## src/rtl/sfe_pkg.sv

```systemverilog
package sfe_pkg;

    typedef enum logic [1:0] {
        ST_IDLE  = 2'd0,
        ST_LOAD  = 2'd1,
        ST_RUN   = 2'd2,
        ST_SHOUT = 2'd3
    } sfe_state_e;

    // Per-clock control bundle from the sequencer to the datapaths
    typedef struct packed {
        logic shift_in;  // serial load clock
        logic step;      // one round bit is computed
        logic drain;     // ciphertext shifts out
        logic near1;     // bit 0: rotate-by-1 source still in the word being consumed
        logic near5;     // bits 0..4: rotate-by-5 source still in the word being consumed
        logic cbit;      // constant bit C[l] (without sequence bit)
        logic zsel;      // bit 0: sequence bit is applied
        logic adv;       // last bit of a round
        logic reseed;    // constant register back to all ones
    } sfe_ctl_t;

    function automatic int rounds_for(input int n);
        if (n <= 16) return 32;
        if (n <= 24) return 36;
        return 44;
    endfunction

    function automatic int lfsr_width(input int n);
        return (n >= 32) ? 6 : 5;
    endfunction

    function automatic int lfsr_tap(input int n);
        return (n >= 32) ? 1 : 2;
    endfunction

    // Nonlinear mixing of one bit: AND with far tap, XOR near tap
    function automatic logic mix_bit(input logic cur, input logic far5, input logic far1);
        return (cur & far5) ^ far1;
    endfunction

endpackage

```

## src/rtl/sfe_ctrl.sv

```systemverilog
module sfe_ctrl
    import sfe_pkg::*;
#(
    parameter int WORD   = 16,
    parameter int ROUNDS = 32
) (
    input  logic     clk,
    input  logic     rst,
    input  logic     i_mode,
    output sfe_ctl_t o_ctl,
    output logic     o_valid
);
    localparam int CW  = $clog2(WORD);
    localparam int RW  = $clog2(ROUNDS);
    localparam int OW  = $clog2(2 * WORD);
    localparam int RLW = $clog2(ROUNDS * WORD + 1);
    localparam logic [CW-1:0] BIT_LAST = CW'(WORD - 1);
    localparam logic [RW-1:0] RND_LAST = RW'(ROUNDS - 1);
    localparam logic [OW-1:0] OUT_LAST = OW'(2 * WORD - 1);

    sfe_state_e    state_q;
    logic [CW-1:0] bit_q;
    logic [RW-1:0] rnd_q;
    logic [OW-1:0] out_q;
    logic          last_bit;
    logic          last_rnd;
    logic          last_out;

    assign last_bit = (bit_q == BIT_LAST);
    assign last_rnd = (rnd_q == RND_LAST);
    assign last_out = (out_q == OUT_LAST);

    always_ff @(posedge clk) begin
        if (rst) begin
            state_q <= ST_IDLE;
            bit_q   <= '0;
            rnd_q   <= '0;
            out_q   <= '0;
        end else if (i_mode) begin
            state_q <= ST_LOAD;
            bit_q   <= '0;
            rnd_q   <= '0;
            out_q   <= '0;
        end else begin
            case (state_q)
                ST_LOAD: state_q <= ST_RUN;
                ST_RUN: begin
                    if (last_bit) begin
                        bit_q <= '0;
                        if (last_rnd) begin
                            rnd_q   <= '0;
                            state_q <= ST_SHOUT;
                        end else begin
                            rnd_q <= rnd_q + 1'b1;
                        end
                    end else begin
                        bit_q <= bit_q + 1'b1;
                    end
                end
                ST_SHOUT: begin
                    if (last_out) begin
                        out_q   <= '0;
                        state_q <= ST_IDLE;
                    end else begin
                        out_q <= out_q + 1'b1;
                    end
                end
                default: state_q <= ST_IDLE;
            endcase
        end
    end

    always_comb begin
        o_ctl.shift_in = i_mode;
        o_ctl.step     = (state_q == ST_RUN) && !i_mode;
        o_ctl.drain    = (state_q == ST_SHOUT) && !i_mode;
        o_ctl.near1    = (bit_q == '0);
        o_ctl.near5    = (bit_q < CW'(5));
        o_ctl.cbit     = (bit_q >= CW'(2));
        o_ctl.zsel     = (bit_q == '0);
        o_ctl.adv      = (state_q == ST_RUN) && !i_mode && last_bit;
        o_ctl.reseed   = i_mode;
    end

    assign o_valid = (state_q == ST_SHOUT);

    // Checker: count clocks spent computing
    logic [RLW-1:0] run_len_q;
    always_ff @(posedge clk) begin
        if (rst) run_len_q <= '0;
        else if (state_q == ST_RUN && !i_mode) run_len_q <= run_len_q + 1'b1;
        else run_len_q <= '0;
    end

    // output phase is entered only after exactly rounds*n compute clocks
    a_r6_run_length: assert property (@(posedge clk) disable iff (rst)
        ($past(state_q) == ST_RUN && state_q == ST_SHOUT) |-> (run_len_q == RLW'(ROUNDS * WORD)));

    // a round boundary returns the bit position to 0 and stays computing
    a_r6_round_wrap: assert property (@(posedge clk) disable iff (rst)
        (state_q == ST_RUN && !i_mode && last_bit && !last_rnd) |=> (state_q == ST_RUN && bit_q == '0));

endmodule

```

## src/rtl/sfe_const.sv

```systemverilog
module sfe_const
    import sfe_pkg::*;
#(
    parameter int WORD = 16
) (
    input  logic clk,
    input  logic rst,
    input  logic i_reseed,
    input  logic i_adv,
    output logic o_z
);
    localparam int LW  = lfsr_width(WORD);
    localparam int TAP = lfsr_tap(WORD);

    logic [LW-1:0] lfsr_q;

    always_ff @(posedge clk) begin
        if (rst || i_reseed) lfsr_q <= '1;
        else if (i_adv)      lfsr_q <= {lfsr_q[0] ^ lfsr_q[TAP], lfsr_q[LW-1:1]};
    end

    assign o_z = lfsr_q[0];

    // primitive feedback never reaches the all-zero state
    a_r5_lfsr_nonzero: assert property (@(posedge clk) disable iff (rst)
        lfsr_q != '0);

    // the sequence moves once per round, never per bit
    a_r5_hold_inside_round: assert property (@(posedge clk) disable iff (rst)
        (!i_adv && !i_reseed) |=> $stable(lfsr_q));

endmodule

```

## src/rtl/sfe_taps.sv

```systemverilog
module sfe_taps #(
    parameter int WORD = 16
) (
    input  logic [WORD-1:0] i_cur,   // word being consumed this round
    input  logic [WORD-1:0] i_done,  // register receiving consumed bits
    input  logic            i_near1,
    input  logic            i_near5,
    output logic            o_far1,
    output logic            o_far5
);
    // Before the source bit has left i_cur it is found at the top of i_cur;
    // afterwards it sits at the same offset in the receiving register.
    assign o_far1 = i_near1 ? i_cur[WORD-1] : i_done[WORD-1];
    assign o_far5 = i_near5 ? i_cur[WORD-5] : i_done[WORD-5];
endmodule

```

## src/rtl/sfe_keysched.sv

```systemverilog
module sfe_keysched
    import sfe_pkg::*;
#(
    parameter int WORD = 16
) (
    input  logic clk,
    input  logic rst,
    input  logic i_shift_in,
    input  logic i_step,
    input  logic i_near1,
    input  logic i_near5,
    input  logic i_cbit,
    input  logic i_zsel,
    input  logic i_key_bit,
    input  logic i_z,
    output logic o_rk
);
    localparam int NW = 4;

    logic [NW-1:0][WORD-1:0] kw_q;   // kw_q[0] holds the current round key
    logic far1, far5, cst, knew, top_in;

    sfe_taps #(.WORD(WORD)) u_taps (
        .i_cur  (kw_q[1]),
        .i_done (kw_q[0]),
        .i_near1(i_near1),
        .i_near5(i_near5),
        .o_far1 (far1),
        .o_far5 (far5)
    );

    always_comb begin
        cst    = i_cbit ^ (i_zsel & i_z);
        knew   = kw_q[0][0] ^ mix_bit(kw_q[1][0], far5, far1) ^ cst;
        top_in = i_shift_in ? i_key_bit : knew;
    end

    always_ff @(posedge clk) begin
        if (rst) begin
            kw_q <= '0;
        end else if (i_shift_in || i_step) begin
            kw_q[NW-1] <= {top_in, kw_q[NW-1][WORD-1:1]};
            for (int w = 0; w < NW - 1; w++)
                kw_q[w] <= {kw_q[w+1][0], kw_q[w][WORD-1:1]};
        end
    end

    assign o_rk = kw_q[0][0];

endmodule

```

## src/rtl/sfe_textpath.sv

```systemverilog
module sfe_textpath
    import sfe_pkg::*;
#(
    parameter int WORD = 16
) (
    input  logic clk,
    input  logic rst,
    input  logic i_shift_in,
    input  logic i_step,
    input  logic i_drain,
    input  logic i_near1,
    input  logic i_near5,
    input  logic i_text_bit,
    input  logic i_rk,
    output logic o_lsb
);
    logic [WORD-1:0] xw_q, yw_q;
    logic far1, far5, xnew, top_in;

    sfe_taps #(.WORD(WORD)) u_taps (
        .i_cur  (xw_q),
        .i_done (yw_q),
        .i_near1(i_near1),
        .i_near5(i_near5),
        .o_far1 (far1),
        .o_far5 (far5)
    );

    always_comb begin
        xnew = yw_q[0] ^ mix_bit(xw_q[0], far5, far1) ^ i_rk;
        if (i_shift_in)  top_in = i_text_bit;
        else if (i_step) top_in = xnew;
        else             top_in = 1'b0;
    end

    always_ff @(posedge clk) begin
        if (rst) begin
            xw_q <= '0;
            yw_q <= '0;
        end else if (i_shift_in || i_step || i_drain) begin
            xw_q <= {top_in, xw_q[WORD-1:1]};
            yw_q <= {xw_q[0], yw_q[WORD-1:1]};
        end
    end

    assign o_lsb = yw_q[0];

endmodule

```

## src/rtl/serial_feistel_enc.sv

```systemverilog
module serial_feistel_enc
    import sfe_pkg::*;
#(
    parameter int WORD = 16
) (
    input  logic clk,
    input  logic rst,
    input  logic i_mode,
    input  logic i_text_bit,
    input  logic i_key_bit,
    output logic o_valid,
    output logic o_text_bit
);
    localparam int ROUNDS = rounds_for(WORD);
    localparam int BW     = $clog2(2 * WORD + 1);

    sfe_ctl_t ctl;
    logic     z_bit, rk_bit, lsb;

    sfe_ctrl #(.WORD(WORD), .ROUNDS(ROUNDS)) u_ctrl (
        .clk    (clk),
        .rst    (rst),
        .i_mode (i_mode),
        .o_ctl  (ctl),
        .o_valid(o_valid)
    );

    sfe_const #(.WORD(WORD)) u_const (
        .clk     (clk),
        .rst     (rst),
        .i_reseed(ctl.reseed),
        .i_adv   (ctl.adv),
        .o_z     (z_bit)
    );

    sfe_keysched #(.WORD(WORD)) u_keys (
        .clk       (clk),
        .rst       (rst),
        .i_shift_in(ctl.shift_in),
        .i_step    (ctl.step),
        .i_near1   (ctl.near1),
        .i_near5   (ctl.near5),
        .i_cbit    (ctl.cbit),
        .i_zsel    (ctl.zsel),
        .i_key_bit (i_key_bit),
        .i_z       (z_bit),
        .o_rk      (rk_bit)
    );

    sfe_textpath #(.WORD(WORD)) u_text (
        .clk       (clk),
        .rst       (rst),
        .i_shift_in(ctl.shift_in),
        .i_step    (ctl.step),
        .i_drain   (ctl.drain),
        .i_near1   (ctl.near1),
        .i_near5   (ctl.near5),
        .i_text_bit(i_text_bit),
        .i_rk      (rk_bit),
        .o_lsb     (lsb)
    );

    assign o_text_bit = o_valid & lsb;

    // Checker: length of the current valid burst
    logic [BW-1:0] burst_q;
    always_ff @(posedge clk) begin
        if (rst)          burst_q <= '0;
        else if (o_valid) burst_q <= burst_q + 1'b1;
        else              burst_q <= '0;
    end

    // an uninterrupted burst carries exactly 2n bits
    a_r7_burst_len: assert property (@(posedge clk) disable iff (rst)
        (!o_valid && burst_q != '0 && !$past(i_mode)) |-> (burst_q == BW'(2 * WORD)));

    // a load clock always ends output
    a_r8_abort_clears: assert property (@(posedge clk) disable iff (rst)
        i_mode |=> !o_valid);

endmodule

```

## config.mk

```make
export PLATFORM = sky130hd
export DESIGN_NAME = serial_feistel_enc
export DESIGN_NICKNAME = d
export VERILOG_FILES = /design/src/rtl/sfe_pkg.sv /design/src/rtl/sfe_ctrl.sv /design/src/rtl/sfe_const.sv /design/src/rtl/sfe_taps.sv /design/src/rtl/sfe_keysched.sv /design/src/rtl/sfe_textpath.sv /design/src/rtl/serial_feistel_enc.sv
export SDC_FILE = /design/constraint.sdc
export NUM_CORES = 1
export LEC_CHECK = 0
export BUFFER_PORTS_ARGS = -buffer_cell sky130_fd_sc_hd__buf_2
export CAP_MARGIN = 20
export CORE_MARGIN = 3
export CORE_UTILIZATION = 55
export DETAILED_ROUTE_END_ITERATION = 10
export GPL_ROUTABILITY_DRIVEN = 0
export GPL_TIMING_DRIVEN = 0
export PLACE_DENSITY = 0.78
export SYNTH_ARGS = -nofsm -noshare
export SYNTH_HDL_FRONTEND = slang
export SYNTH_SLANG_ARGS = --single-unit
export TNS_END_PERCENT = 50
```

## constraint.sdc

```tcl
create_clock -name clk -period 1.79 [get_ports clk]
set_input_delay 0.358 -clock clk [delete_from_list [all_inputs] [get_ports clk]]
set_output_delay 0.358 -clock clk [all_outputs]
set_load 0.05 [all_outputs]
```

==> impl_results.md, run 1 <==
- Status: finished with violations
- Failing checks: setup timing
- Syn Area/Cell: approximately 8 µm²
- CTS sink count: around 120
- Post-synth EDFFs: 0
- Routed vias: 3773
- Overall die height: 95.61 µm
- Drt drc: 0
- Crit path capture type: register
- Chip width: 95.61 µm
- Synth async-reset ratio: 0%
- Post-route ant nets: 0
- Multiplexer area fraction after synthesis: 1.615%
- Worst Max-Slew Pin Slew: 0.4785 ns
- Initial DRC count: 146
- Peak Freq: between 500 and 600 MHz
- Synth Register Bits: 117
- Post-synth cell types: 35
- Initial antenna violation count: 0
- Critical path data arrival time: 2.24 ns
- Post-synthesis sequential area ratio: between 50% and 60%
- Core Util, Final: 69.62%
- Final Max Slew Viols: 0
- Synth Area in Adders: 2.550%
- Synth Area in XOR/XNOR: 1.700%
- Netlist Area Pre-Place: roughly 4400 µm²
- Overall Global Routing Usage: 20.89%
- Vias in the first global route: 3517
- Max clock buf depth: 2
- Vias per inst: 5.382
- Deepest level of the CTS H-tree: 4
- Core ar.: around 8000 µm²
- Multi-input gate area: 2019 µm²
- Initial Util: 56.86%
- TritonCTS buffer count: 17
- Yosys Warn Count: 0
- Pwr/cell area: around 1200 nW/µm²
- CTS tree: yes
- IO Count: 7
- Synth Area in Simple Gates: 22.44%
- Clock skew: 0.006346 ns
- Leak Pwr: 1.924 nW
- Fill cells: 579
- Mapped Nets: 569
- Die ar.: 9141 µm²
- Root buf cell: clkbuf_8
- Layout cells sized above 1: 15.36%
- Slack of the critical path: -0.07979 ns
- Global-route wire length before repair: 15.01 mm
- Slew headroom: between 60% and 70%
- Combinational family with the most area after synthesis: simple AND/OR/NAND/NOR gates
- WP data required: 2.16 ns
- Max VDD drop: 792.4 µV
- Nets: 600
- Share of Yosys cell area claimed by the top area cell type: 53.03%
- Compound-Gate Fraction of Synth Area: 14.84%
- Worst skew pair latency: just over 0.5 ns
- Sum Neg Setup Slack: -0.1309 ns
- Dpl hpwl: about 5.6 mm
- DRT Pass-1 Iters: 6
- Register area: between 2000 and 2500 µm²
- Site Rows: 32
- Fin crit period: 1.870 ns
- Layout overhead on the synthesized area: 22.44%
- Diode count: 0
- Ys flop type: dfxtp_1
- MaxCap Viol Count: 0
- Clock slew at reported path FFs: 0.06 ns
- Critical Setup Path Class: reg2reg
- Drt wl/cell: 13.35 µm
- Min-Delay Path Class: in2reg
- Hold violation count in the final report: 0
- Biggest area consumer among synthesized cells: dfxtp_1
- Largest net degree at the start of global routing: 17
- Final setup fails: 2
- Port Buffers: 4
- CP Launch Type: register
- Final WL: about 9.4 mm
- Crit-path max FO: 5
- Gate Count Post-Synth: 555
- Synth area leaders: dfxtp_1, nand2_1, a21oi_1
- Post-route clock period utilization: 104.5%
- RSZ-0062 raised after global routing: yes
- Total gr overflow: 0
final cells by class:
type | count | area share [%]
Buffer | 36 | 3.447
Clock buffer | 19 | 8.168
Clock inverter | 13 | 3.309
Inverter | 7 | 0.4859
Multi-Input combinational cell | 396 | 37.34
Sequential cell | 117 | 43.50
Tap cell | 102 | 2.360
Timing Repair Buffer | 11 | 1.388
kinds of logic after synthesis:
family                   count (synthesis)
AND/OR/NAND/NOR                        248
AO/OA/AOI/OAI                          124
flip-flops                             117
buffers and inverters                   43
adder cells (fa/ha/maj)                  9
XOR/XNOR                                 7
multiplexers                             7
report_power, final:
part	total, mW	leakage, nW	switching [mW]	internal (mW)
clock network	3.52	0.296	1.19	2.33
registers	2.62	0.946	0.00810	2.61
logic	0.247	0.682	0.180	0.0663
total	6.38	1.92	1.38	5.01
stage by stage:
| stage | total power, mW | hold WS [ns] | cells | cell area, µm² | setup slack [ns] |
|---|---|---|---|---|---|
| after floorplan | 2.827 | 0.4319 | 555 | 4418 | 0.007218 |
| after global placement | 2.877 | 0.4388 | 661 | 4566 | -0.3101 |
| after detailed placement | 2.883 | 0.4436 | 661 | 4566 | -0.3466 |
| after CTS | 6.403 | 0.1082 | 696 | 5281 | -0.1186 |
| after global routing | 6.571 | 0.1230 | 701 | 5408 | -0.1616 |
| final | 6.385 | 0.1248 | 701 | 5408 | -0.07979 |
worst max-delay path, stage by stage, from the launching register on:
cell and delay (ns):
dfxtp_4 0.38, inv_2 0.05, ha_4 0.17, a211o_1 0.26
a211oi_2 0.24, xnor3_1 0.36, xor2_1 0.17, o22ai_1 0.11
Yosys cell counts (all sizes together) (2+ instances only):
library cell and count:
nand3 7, and3 4, xnor2 2, dfxtp 117
a21oi 106, inv 7, a31oi 2, nor3 2
o21ai 6, clkbuf 30, mux2i 6, o211ai 2
nor3b 2, buf 6, a211oi 2, nand2 207
nor2 17, ha 9, nand4 4, xor2 4
flip-flops by register name (all words and copies together) (netlist names):
name / cells
u_ctrl.out_q: 5
u_ctrl.rnd_q: 5
u_keys.kw_q: 63
u_ctrl.state_q: 2
u_ctrl.bit_q: 4
u_const.lfsr_q: 5
u_text.xw_q: 16
u_keys.o_rk: 1
u_text.yw_q: 16
cell usage in the layout, fill, tap and decap left out, types with 5 or more instances in the layout:
| master | n |
|---|---|
| clkbuf_2 | 14 |
| o21ai_0 | 6 |
| a21oi_1 | 105 |
| mux2i_1 | 5 |
| nor2_1 | 14 |
| nand2_1 | 206 |
| buf_4 | 8 |
| clkbuf_1 | 15 |
| dfxtp_2 | 5 |
| dfxtp_1 | 111 |
| nand3_1 | 7 |
| clkbuf_16 | 16 |
| buf_2 | 6 |
path summary, 6_finish.rpt:
| path | start | endpoint | slack, ns | depth (start not counted) |
|---|---|---|---|---|
| min | i_text_bit | u_text.xw_q[15] | 0.12 | 3 |
| max reg2reg | u_ctrl.bit_q[1] | u_keys.kw_q[63] | -0.08 | 7 |
| max | u_ctrl.bit_q[1] | u_keys.kw_q[63] | -0.08 | 7 |
| min reg2reg | u_text.yw_q[5] | u_text.yw_q[5] | 0.45 | 2 |
repair_timing:
action                                  CTS  global route
pin swaps                                 3             8
endpoints found under the setup margin  100            99
resized for setup                        26            40
hold buffers                              0             0
setup buffers                             3             4
gates cloned                              0             1
per-layer routing:
layer  GRT usage (%)  share of wire (%)  up-vias
li1                -                  -     1893
met2           36.77                 51       71
met4           8.175                1.5        0
met3           5.998                4.2       18
met1           23.70                 43     1791
met5               0                  0        -
No activity file was read; power rests on OpenSTA's default activity.
==> run 2: changes to the inputs <==
Settings changed: BUFFER_PORTS_ARGS -buffer_cell sky130_fd_sc_hd__buf_2 to unset, CORE_UTILIZATION 55 to 56, DONT_BUFFER_PORTS set to 1, MAX_ROUTING_LAYER set to met4.
==> run 2 against run 1 <==
Against the previous run: utilization grew 2.8 points; largest cell class unchanged; sequential share of layout area grew 0.16 points; the run still ends with setup timing left; via count shrank 0.90%; largest power group unchanged; total power grew 3.4%; flip-flop and latch count is the same; critical path type unchanged; fmax shrank 0.42%; sequential power is essentially flat; non-clock buffer count shrank 4; count of clock-buffer cells in the layout grew 3; critical endpoint unchanged; cell area shrank 0.32%; register-to-register slack is essentially flat; die area shrank 1.7%.
==> impl_results.md, run 2 (same netlist as run 1, synthesis figures left out) <==
- Most common cell after layout, fill and taps aside: nand2_1
- Peak Freq: around 530 MHz
- Final Max Slew Viols: 0
- CP Launch Type: register
- Largest regs: u_keys.kw_q (63), u_text.xw_q (16), u_text.yw_q (16)
- Initial antenna violation count: 0
- Root buf cell: clkbuf_8
- Post-route ant nets: 0
- Worst skew pair latency: 0.51 ns
- Leak Pwr: 1.928 nW
- Core ar.: about 7400 µm²
- Met2 Use GR: 36.11%
- Clock slew at reported path FFs: ~0.050 ns
- RSZ-0062 raised after global routing: yes
- CP endpoint: u_keys.kw_q[63]
- Critical path data arrival time: 2.26 ns
- Dpl hpwl: about 5.4 mm
- MaxCap Viol Count: 0
- Status: finished with violations
- WP data required: 2.17 ns
- Worst Hold Launch: i_text_bit
- R2R Setup Slk: -0.09 ns
- Port Buffers: 0
- Diode count: 0
- Chip width: 94.81 µm
- Final setup fails: 3
- Vias per inst: 5.395
- Critical Setup Path Class: reg2reg
- Final WL: ~9.2 mm
- CTS tree: yes
- Crit-path max FO: 4
- Pwr/cell area: 1225 nW/µm²
- Total gr overflow: 0
- Die ar.: roughly 9000 µm²
- FF-to-FF path depth: 8
- Met3 usage in global routing: 5.498%
- Critical Path Source: u_ctrl.bit_q[1]
- Fin crit period: 1.878 ns
- TritonCTS buffer count: 17
- Met1 usage: 25.30%
- R2R Path End: u_keys.kw_q[63]
- Vias in the first global route: 3478
- Layout cells sized above 1: 12.63%
- Max clock buf depth: 2
- Largest net degree at the start of global routing: 17
- Reg2reg start: u_ctrl.bit_q[1]
- Initial DRC count: 165
- Sum Neg Setup Slack: -0.1486 ns
- Nets: a little under 600
- Failing checks: setup timing
- GRT busiest layer: met2
- Overall Global Routing Usage: 22.26%
- Drt wl/cell: 13.31 µm
- DRT Pass-1 Iters: 5
- Slack of the critical path: -0.08758 ns
- Initial Util: 59.31%
- Worst Max-Slew Pin Slew: between 0.5 and 0.6 ns
- Clock skew: a little over 0.01 ns
- Placed Instances: 654
- Max reg flops: 63
- IO Count: 7
- Deepest level of the CTS H-tree: 4
- Min-Delay Path Class: in2reg
- Global-route wire length before repair: between 15 and 20 mm
- Overall die height: approximately 95 µm
- Max VDD drop: 694.8 µV
- Final non-filler cell total: about 690
- Drt drc: 0
- CTS sink count: 117
- Routed vias: 3739
- Top reg by flops: u_keys.kw_q
- Hold violation count in the final report: 0
- Post-route clock period utilization: 104.9%
- Layout overhead on the synthesized area: 22.04%
- Crit path capture type: register
- Slew headroom: 66.66%
- Commonest non-fill, non-tap cells in the layout: nand2_1, dfxtp_1, a21oi_1, clkbuf_1, clkbuf_16
- Site Rows: 31
[run 2: changes by cell type in the layout (fill, tap and decap cells not counted), moves of 2 or more]
cell / change
dfxtp_2: -2
buf_6: -2
clkinvlp_4: -3
bufinv_16: +2
ha_1: +2
clkbuf_2: -6
clkinv_2: -2
clkbuf_1: +9
buf_2: -4
[run 2: area by class of cell]
cell class / count / area, µm²
Sequential cell: 117 / 2354
Fill cell: 509 / 2057
Multi-Input combinational cell: 396 / 2001
Clock buffer: 22 / 462.9
Clock inverter: 9 / 197.7
Buffer: 36 / 166.4
Tap cell: 99 / 123.9
Timing Repair Buffer: 7 / 56.30
Inverter: 7 / 28.78
[run 2: timing repair]
item,4_1_cts,5_1_grt
gates cloned,1,0
hold buffers,0,0
resized for setup,29,20
pin swaps,6,6
setup buffers,5,2
setup endpoints to repair,102,92
[run 2: worst min-delay path by stage]
stage	cells past startpoint	slack, ns	end
after floorplan	2	0.43	u_keys.kw_q[62]
after global placement	2	0.44	u_keys.kw_q[54]
after detailed placement	2	0.44	u_keys.kw_q[46]
after CTS	2	0.02	u_text.xw_q[15]
after global routing	2	0.03	u_text.xw_q[15]
final	2	0.03	u_text.xw_q[15]
[run 2: metal layers]
metal	wire length [µm]	share of wire (%)
met5	0	0
met4	144	1.6
met3	258	2.8
met2	4655	50
met1	4164	45
[run 2: through the flow]
stage                     hold WS (ns)  worst slack (ns)  power, mW  util (%)  instance area, µm²
after floorplan                 0.4319          0.007218      2.827         -                4418
after global routing           0.02625           -0.1482      6.792     72.38                5390
after CTS                      0.02359          -0.09102      6.639     71.54                5328
after global placement          0.4382           -0.3184      2.875     60.99                4542
final                          0.03299          -0.08758      6.602     72.38                5390
after detailed placement        0.4448           -0.3347      2.881     60.99                4542
[run 2: power breakdown]
part / total [mW] / leakage, nW / internal [mW] / switching [mW]
sequential: 2.62 / 0.946 / 2.61 / 0.00750
clock: 3.75 / 0.321 / 2.64 / 1.11
combinational: 0.233 / 0.661 / 0.0555 / 0.178
total: 6.60 / 1.93 / 5.31 / 1.29
[run 2: critical path, stage by stage (launching register included)]
cell	delay [ns]
dfxtp_4	0.36
inv_2	0.06
ha_4	0.15
buf_6	0.09
nor3b_4	0.19
mux2i_1	0.27
xnor3_1	0.35
xor2_1	0.18
o22ai_1	0.10
==> run 3: changes to the inputs <==
Settings changed: RECOVER_POWER set to 50.
==> run 3 against run 2 <==
Against the previous run: the flow still finishes with violations (setup timing); fmax is essentially flat; wire length shrank 0.21%; largest cell class unchanged; global-route usage is the same; critical endpoint unchanged; clock skew is essentially flat; critical path type unchanged.
==> impl_results.md, run 3 (same netlist as run 1, synthesis figures left out) <==
- Status: finished with violations
- Failing checks: setup timing
- Slack of the critical path: -0.08854 ns
- Worst skew pair latency: just over 0.5 ns
- Max clock buf depth: 2
- Top reg by flops: u_keys.kw_q
- Dpl hpwl: 5.427 mm
- Post-route ant nets: 0
- Deepest level of the CTS H-tree: 4
- CP Launch Type: register
- MaxCap Viol Count: 0
- Initial antenna violation count: 0
- Crit path capture type: register
- Clock slew at reported path FFs: about 0.050 ns
- Peak Freq: ~530 MHz
- Fin crit period: ~1.9 ns
- Overall Global Routing Usage: between 20% and 30%
- Initial Util: 59.31%
- Routed vias: 3728
- Die ar.: 8989 µm²
- Largest regs: u_keys.kw_q (63), u_text.xw_q (16), u_text.yw_q (16)
- Vias in the first global route: between 3000 and 4000
- Site Rows: 31
- CTS sink count: 117
- Port Buffers: 0
- WP data required: 2.17 ns
- IO Count: 7
- Initial DRC count: about 170
- Vias per inst: 5.380
- Global-route wire length before repair: around 15 mm
- Fill cells: 510
- Pwr/cell area: 1226 nW/µm²
- Diode count: 0
- Leak Pwr: about 1.9 nW
- Layout cells sized above 1: 12.29%
- Max VDD drop: 694.8 µV
- Hold violation count in the final report: 0
- Core Util, Final: 72.30%
- Overall die height: 94.81 µm
- Worst-path cell chain: inv_2 -> ha_4 -> buf_6 -> nor3b_4 -> mux2i_1 -> xnor3_1 -> xor2_1 -> o22ai_1
- Drt drc: 0
- Final Max Slew Viols: 0
- CTS tree: yes
- Post-route clock period utilization: 104.9%
- Largest stage delay on the critical path: 0.36 ns
- Min-Delay Path Class: in2reg
- Most common cell after layout, fill and taps aside: nand2_1
- Post-CTS Hold Buffers: 0
- Chip width: about 95 µm
- Placed Instances: around 650
- Nets: 596
- Core ar.: 7447 µm²
- Root buf cell: clkbuf_8
- Final non-filler cell total: 693
- Final setup fails: 4
- Critical Setup Path Class: reg2reg
- Commonest non-fill, non-tap cells in the layout: nand2_1, dfxtp_1, a21oi_1, clkbuf_1, clkbuf_16
- Critical path data arrival time: 2.26 ns
- DRT Pass-1 Iters: 5
- Crit-path max FO: 4
- Slowest CP cell: dfxtp_4
- Slew headroom: 66.61%
- Max reg flops: 63
- Largest net degree at the start of global routing: 17
- Total gr overflow: 0
- Worst Max-Slew Pin Slew: 0.5008 ns
- Drt wl/cell: 13.28 µm
- Clock skew: 0.01031 ns
- Layout overhead on the synthesized area: 21.90%
- Final WL: between 9 and 10 mm
- TritonCTS buffer count: 17
- RSZ-0062 raised after global routing: yes
[run 3: cell counts in the layout (fill, tap and decap cells not counted)]
No cell type changed its count.
[run 3: path summary, 6_finish.rpt]
| path | from | endpoint | slack, ns | cells after the start |
|---|---|---|---|---|
| hold reg to reg | u_keys.kw_q[33] | u_keys.kw_q[33] | 0.45 | 2 |
| setup reg to reg | u_ctrl.bit_q[1] | u_keys.kw_q[63] | -0.09 | 8 |
| setup / recovery | u_ctrl.bit_q[1] | u_keys.kw_q[63] | -0.09 | 8 |
| hold / removal | i_text_bit | u_text.xw_q[15] | 0.03 | 2 |
[run 3: report_power, final]
part	internal, mW	switching, mW
Combinational	0.0551	0.178
Sequential	2.61	0.00746
Clock	2.64	1.11
[run 3: per-layer routing]
| layer | part of all wire (%) | wire length (µm) | track usage [%] |
|---|---|---|---|
| met5 | 0 | 0 | - |
| met4 | 1.6 | 144 | 11.90 |
| met3 | 2.9 | 271 | 5.498 |
| met2 | 50 | 4629 | 36.11 |
| met1 | 45 | 4157 | 25.30 |
[run 3: stage by stage]
stage / power (mW) / worst slack (ns) / hold slack [ns] / TNS, ns / instance area (µm²)
2_1_floorplan: 2.827 / 0.007218 / 0.4319 / 0 / 4418
3_3_place_gp: 2.875 / -0.3184 / 0.4382 / -20.25 / 4542
3_5_place_dp: 2.881 / -0.3347 / 0.4448 / -22.15 / 4542
4_1_cts: 6.639 / -0.09102 / 0.02359 / -0.1887 / 5328
5_1_grt: 6.791 / -0.1482 / 0.02625 / -3.586 / 5384
6_report: 6.599 / -0.08854 / 0.03279 / -0.2328 / 5384
[run 3: layout make-up]
cell class / count / area (µm²) / share of cell area (%)
sequential: 117 / 2352 / 43.69
buffer: 36 / 166.4 / 3.091
timing repair buffer: 7 / 56.30 / 1.046
tap: 99 / 123.9 / 2.301
inverter: 7 / 28.78 / 0.5345
multi-input combinational: 396 / 1996 / 37.07
clock inverter: 9 / 197.7 / 3.672
clock buffer: 22 / 462.9 / 8.599
[run 3: timing repair]
item	in CTS	in global routing
gates cloned	1	0
gates resized for setup	29	20
setup endpoints to repair	102	92
pin swaps	6	6
setup buffers	5	2
[run 3: critical path: cells and delay by family (launching register included)]
kind,cells,cell delay (ns)
muxes,1,0.27
xor gates and xnor gates,2,0.53
DFF,1,0.36
AOI/OAI and AO/OA,1,0.10
and+or+nand+nor,1,0.19
buffers and inverters,2,0.15
adders and majority gates,1,0.15
